==> config.mk <==
export PLATFORM = sky130hd
export DESIGN_NAME = latched_bus_xcvr
export DESIGN_NICKNAME = d
export VERILOG_FILES = /design/src/rtl/xcvr_pkg.sv /design/src/rtl/xcvr_latch_bank.sv /design/src/rtl/xcvr_section.sv /design/src/rtl/latched_bus_xcvr.sv
export SDC_FILE = /design/constraint.sdc
export NUM_CORES = 1
export LEC_CHECK = 0
export ABC_CLOCK_PERIOD_IN_PS = 1640
export BUFFER_PORTS_ARGS = -buffer_cell sky130_fd_sc_hd__buf_4
export CAP_MARGIN = 10
export CORE_ASPECT_RATIO = 2
export CORE_MARGIN = 3
export CORE_UTILIZATION = 35
export CTS_BUF_LIST = sky130_fd_sc_hd__clkbuf_4
export DETAILED_ROUTE_END_ITERATION = 16
export GPL_TIMING_DRIVEN = 0
export MAX_ROUTING_LAYER = met4
export PLACE_DENSITY = 0.74
export SYNTH_ARGS = -nofsm -noshare
export SYNTH_HDL_FRONTEND = slang
export SYNTH_SLANG_ARGS = --single-unit
==> constraint.sdc <==
create_clock -name clk -period 1.64 [get_ports clk]
set_input_delay 0.328 -clock clk [delete_from_list [all_inputs] [get_ports clk]]
set_output_delay 0.328 -clock clk [all_outputs]
set_load 0.005 [all_outputs]
==> src/rtl/xcvr_pkg.sv <==
package xcvr_pkg;

  // Active-low control triple for one direction of one section
  typedef struct packed {
    logic ce_n;
    logic le_n;
    logic oe_n;
  } dir_ctl_t;

  // Storage is transparent when chip select and gate are both low
  function automatic logic gate_open(dir_ctl_t c);
    return !c.ce_n && !c.le_n;
  endfunction

  // Far side is driven when chip select and drive enable are both low
  function automatic logic drive_on(dir_ctl_t c);
    return !c.ce_n && !c.oe_n;
  endfunction

endpackage

==> src/rtl/xcvr_latch_bank.sv <==
module xcvr_latch_bank
  import xcvr_pkg::*;
#(
  parameter int W = 18
) (
  input  logic         clk,
  input  logic         rst_n,
  input  dir_ctl_t     ctl,
  input  logic [W-1:0] din,
  output logic [W-1:0] dout,
  output logic [W-1:0] doe,
  output logic         driving
);

  logic [W-1:0] held_q;
  logic [W-1:0] view;
  logic         open_w;

  assign open_w  = gate_open(ctl);
  assign driving = drive_on(ctl);

  // Level storage modelled as capture on every edge while the gate is open
  always_ff @(posedge clk or negedge rst_n) begin
    if (!rst_n)      held_q <= '0;
    else if (open_w) held_q <= din;
  end

  // Bypass gives transparency within the cycle
  assign view = open_w ? din : held_q;
  assign dout = driving ? view : '0;
  assign doe  = {W{driving}};

endmodule

==> src/rtl/xcvr_section.sv <==
module xcvr_section
  import xcvr_pkg::*;
#(
  parameter int W = 18
) (
  input  logic         clk,
  input  logic         rst_n,
  input  dir_ctl_t     ab_ctl,
  input  dir_ctl_t     ba_ctl,
  input  logic [W-1:0] a_in,
  input  logic [W-1:0] b_in,
  output logic [W-1:0] b_out,
  output logic [W-1:0] b_oe,
  output logic [W-1:0] a_out,
  output logic [W-1:0] a_oe,
  output logic         clash
);

  logic ab_drv, ba_drv;

  xcvr_latch_bank #(.W(W)) u_ab (
    .clk     (clk),
    .rst_n   (rst_n),
    .ctl     (ab_ctl),
    .din     (a_in),
    .dout    (b_out),
    .doe     (b_oe),
    .driving (ab_drv)
  );

  xcvr_latch_bank #(.W(W)) u_ba (
    .clk     (clk),
    .rst_n   (rst_n),
    .ctl     (ba_ctl),
    .din     (b_in),
    .dout    (a_out),
    .doe     (a_oe),
    .driving (ba_drv)
  );

  assign clash = ab_drv && ba_drv;

endmodule

==> src/rtl/latched_bus_xcvr.sv <==
module latched_bus_xcvr
  import xcvr_pkg::*;
#(
  parameter int SEC_W   = 18,
  parameter int NUM_SEC = 2
) (
  input  logic                     clk,
  input  logic                     rst_n,
  input  logic [SEC_W*NUM_SEC-1:0] a_in,
  input  logic [SEC_W*NUM_SEC-1:0] b_in,
  input  logic [NUM_SEC-1:0]       ce_ab_n,
  input  logic [NUM_SEC-1:0]       le_ab_n,
  input  logic [NUM_SEC-1:0]       oe_ab_n,
  input  logic [NUM_SEC-1:0]       ce_ba_n,
  input  logic [NUM_SEC-1:0]       le_ba_n,
  input  logic [NUM_SEC-1:0]       oe_ba_n,
  output logic [SEC_W*NUM_SEC-1:0] b_out,
  output logic [SEC_W*NUM_SEC-1:0] b_oe,
  output logic [SEC_W*NUM_SEC-1:0] a_out,
  output logic [SEC_W*NUM_SEC-1:0] a_oe,
  output logic [NUM_SEC-1:0]       contention
);

  localparam int TOT_W = SEC_W * NUM_SEC;

  for (genvar s = 0; s < NUM_SEC; s++) begin : g_sec
    dir_ctl_t ab_c, ba_c;
    assign ab_c = '{ce_n: ce_ab_n[s], le_n: le_ab_n[s], oe_n: oe_ab_n[s]};
    assign ba_c = '{ce_n: ce_ba_n[s], le_n: le_ba_n[s], oe_n: oe_ba_n[s]};

    xcvr_section #(.W(SEC_W)) u_sec (
      .clk    (clk),
      .rst_n  (rst_n),
      .ab_ctl (ab_c),
      .ba_ctl (ba_c),
      .a_in   (a_in[s*SEC_W +: SEC_W]),
      .b_in   (b_in[s*SEC_W +: SEC_W]),
      .b_out  (b_out[s*SEC_W +: SEC_W]),
      .b_oe   (b_oe[s*SEC_W +: SEC_W]),
      .a_out  (a_out[s*SEC_W +: SEC_W]),
      .a_oe   (a_oe[s*SEC_W +: SEC_W]),
      .clash  (contention[s])
    );
  end

  if (TOT_W < 1) begin : g_bad
    initial $error("latched_bus_xcvr: empty datapath");
  end

endmodule

==> metrics <==
number of buffers inserted during clock tree synthesis=9; net count of the finished layout=738; post-synth top area cell=sky130_fd_sc_hd__dfrtp_1; post-synthesis sequential area ratio=between 30% and 40%; Die Footprint=14,700 sq um; Max rail drop VDD=566 uV; required time reported for the critical path endpoint=1310 ps; pin count of the biggest net entering global routing=73; post-synthesis cell type count=13; Net Count, Synth=482; Pleak=3.75 nW; Crit path top cell by count=sky130_fd_sc_hd__buf_4; clock tree from TritonCTS=done; fraction of post-synthesis cell area in the top cell type by area=39.0%; Routed Wire Length=12,300 microns; top-level port count=232; worst endpoint data arrival time=1270 ps; maximum clock frequency=~630 MHz; multiplexer share of the synthesized area=36.4%; Hold Worst Slack=8.59 ps; later-pin clock latency in the skew report=slightly below 400 ps; critical path endpoint category=primary output; largest buffer count on any clock path=2; average detailed-routed wire length per instance=between 15 and 20 microns; highest-delay cell along the critical path=sky130_fd_sc_hd__or2_4; number of search-and-repair iterations in the first detailed-routing pass=6; most frequent cells in the layout=sky130_fd_sc_hd__buf_4, sky130_fd_sc_hd__mux2i_1, sky130_fd_sc_hd__dfrtp_1, sky130_fd_sc_hd__nor2_1, sky130_fd_sc_hd__mux2_4; gate count after technology mapping=396; first-pass GRT wire length=19,000 microns; Root Buffer=sky130_fd_sc_hd__clkbuf_4; Overflow after GRT=0; area growth from synthesis to layout=51.7%; cell-by-cell trace of the critical path=buf_4 -> or2_4 -> clkinvlp_4 -> bufbuf_16 -> buf_4 -> buf_4; instance area after placement=roughly 6500 sq um; area fraction in compound gates after synthesis=0%; Clock Sink Count=72; internal reg-to-reg setup slack=850 ps; clock-pin slew on the worst setup and hold paths=approximately 140 ps; Initial DRC Count=62; utilization after layout=54.9%; largest fanout on the critical path=9; max-capacitance violation count=0; result of the run=complete, no violations; # setup viols final=0; weighted congestion at the end of routability-driven global placement=roughly 0.75; Post-route DRC=0; Simple-Gate Fraction of Synth Area=8.28%; area of the core=12,800 sq um; global-route usage over all layers=16.7%; overall power after layout=0.00515 W; mean post-synth cell area=about 12 sq um; number of register bits inferred by synthesis=just over 70; horizontal die dimension=87.3 microns; RSZ-0062 raised after global routing=no; effective utilization at floorplan=~36%; Least-Margin Pin Slew=926 ps; detailed placement HPWL=9370 microns; vertical die dimension=between 150 and 200 microns; minimum clock period after layout=1600 ps; Post-Place Worst Slack=-366 ps; area of the mapped netlist=4620 sq um; synth top area cells=sky130_fd_sc_hd__dfrtp_1, sky130_fd_sc_hd__mux2i_1, sky130_fd_sc_hd__mux2_4; tightest slew margin relative to the limit=38.2%; combinational family with the most area after synthesis=multiplexers; cells on worst reg2reg path=1; number of pins with negative max-slew slack in the final report=0; Yosys warning count=0; via count of the routed design=3,674; Port Buffer Count=227; path type of the worst min-delay path=in -> async; number of global-route vias before repair=3,819; final hold vios=0; area of all placed cells without fillers=7010 sq um; share of layout cells above drive strength 1=67.2%; class of the most critical setup path=in -> out; ratio of final minimum period to clock period=a little over nine tenths; area share of xor/xnor cells in the synthesized design=0%; antenna violations before repair=1; post-detailed-route count of antenna-violating nets=0; crit path setup slack, layout=44.1 ps; Worst Setup Start Kind=input pin; Via-to-Cell Ratio=4.55; biggest cell delay along the critical path=270 ps; H-tree depth=3; worst setup skew after layout=0 ps; Row Count=58; fraction of the mapped netlist area in adder cells=0%; P per Cell Area=734 nW/um^2; most common cell after layout, fill and taps aside=sky130_fd_sc_hd__buf_4
[metrics by stage]
step	instances	TNS [ps]
2_1_floorplan	396	0
3_5_place_dp	773	-22840
6_report	807	0
3_3_place_gp	773	-18910
4_1_cts	807	-176
5_1_grt	807	0
[synth_stat cells]
master / count
sky130_fd_sc_hd__buf_8: 2
sky130_fd_sc_hd__dfrtp_1: 72
sky130_fd_sc_hd__buf_12: 2
sky130_fd_sc_hd__inv_1: 4
sky130_fd_sc_hd__mux2i_1: 72
sky130_fd_sc_hd__mux2_2: 32
sky130_fd_sc_hd__mux2_4: 40
sky130_fd_sc_hd__buf_4: 78
sky130_fd_sc_hd__buf_6: 4
sky130_fd_sc_hd__buf_2: 8
sky130_fd_sc_hd__or2_2: 4
sky130_fd_sc_hd__nor2_1: 74
sky130_fd_sc_hd__nor2_8: 4
[final timing paths]
kind,start,to
max reg2reg,g_sec[0].u_sec.u_ab.held_q[7],g_sec[0].u_sec.u_ab.held_q[7]
min reg2reg,g_sec[1].u_sec.u_ab.held_q[17],g_sec[1].u_sec.u_ab.held_q[17]
min in group clk,a_in[10],g_sec[0].u_sec.u_ab.held_q[10]
max,ce_ba_n[1],a_oe[20]
max in group asynchronous,rst_n,g_sec[0].u_sec.u_ba.held_q[7]
min,rst_n,g_sec[0].u_sec.u_ab.held_q[10]
[logic make-up (layout without fill, tap and decap cells)]
| logic type | after synthesis | after routing |
|---|---|---|
| buffers and inverters | 98 | 358 |
| other | 0 | 1 |
| DFF | 72 | 72 |
| and+or+nand+nor | 82 | 82 |
| muxes | 144 | 144 |
[worst max-delay path, delay by kind of cell]
kind | cells | cell delay (ps)
and+or+nand+nor | 1 | 270
buffers and inverters | 5 | 660
[flip-flops by register name, summed over array words and instances, names as in the netlist]
signal,cells
g_sec.u_sec.u_ab.held_q,36
g_sec.u_sec.u_ba.held_q,36
[layout make-up]
class / count / area [sq um]
clock buffer: 10 / 75.1
sequential: 72 / 1800
antenna: 1 / 2.50
inverter: 4 / 30.0
clock inverter: 5 / 106
fill: 1116 / 5760
buffer: 91 / 737
tap: 150 / 188
timing repair buffer: 248 / 1990
multi-input combinational: 226 / 2080
[power by group]
part / total (W) / switching, W / leakage (nW) / internal, W
combinational: 0.00156 / 0.000553 / 2.81 / 0.00100
sequential: 0.00217 / 0.000138 / 0.845 / 0.00204
clock: 0.00142 / 0.000633 / 0.0927 / 0.000784
[layer usage]
| metal | track usage (%) | vias up | share of wire [%] |
|---|---|---|---|
| met3 | 2.68 | 13 | 7.2 |
| met2 | 30.8 | 153 | 57 |
| met5 | - | - | 0 |
| met1 | 17.5 | 1741 | 34 |
| met4 | 5.88 | 0 | 1.2 |
| li1 | - | 1767 | - |
[repair_timing]
| action | 4_1_cts | 5_1_grt |
|---|---|---|
| gates resized for setup | 24 | 4 |
| setup buffers | 17 | 0 |
| gates cloned | 2 | 3 |
| hold endpoints to repair | 0 | 0 |
| endpoints found under the setup margin | 73 | 41 |
| pin swaps | 2 | 0 |
| hold buffers | 0 | 0 |
Power figures use the tool's default switching activity.
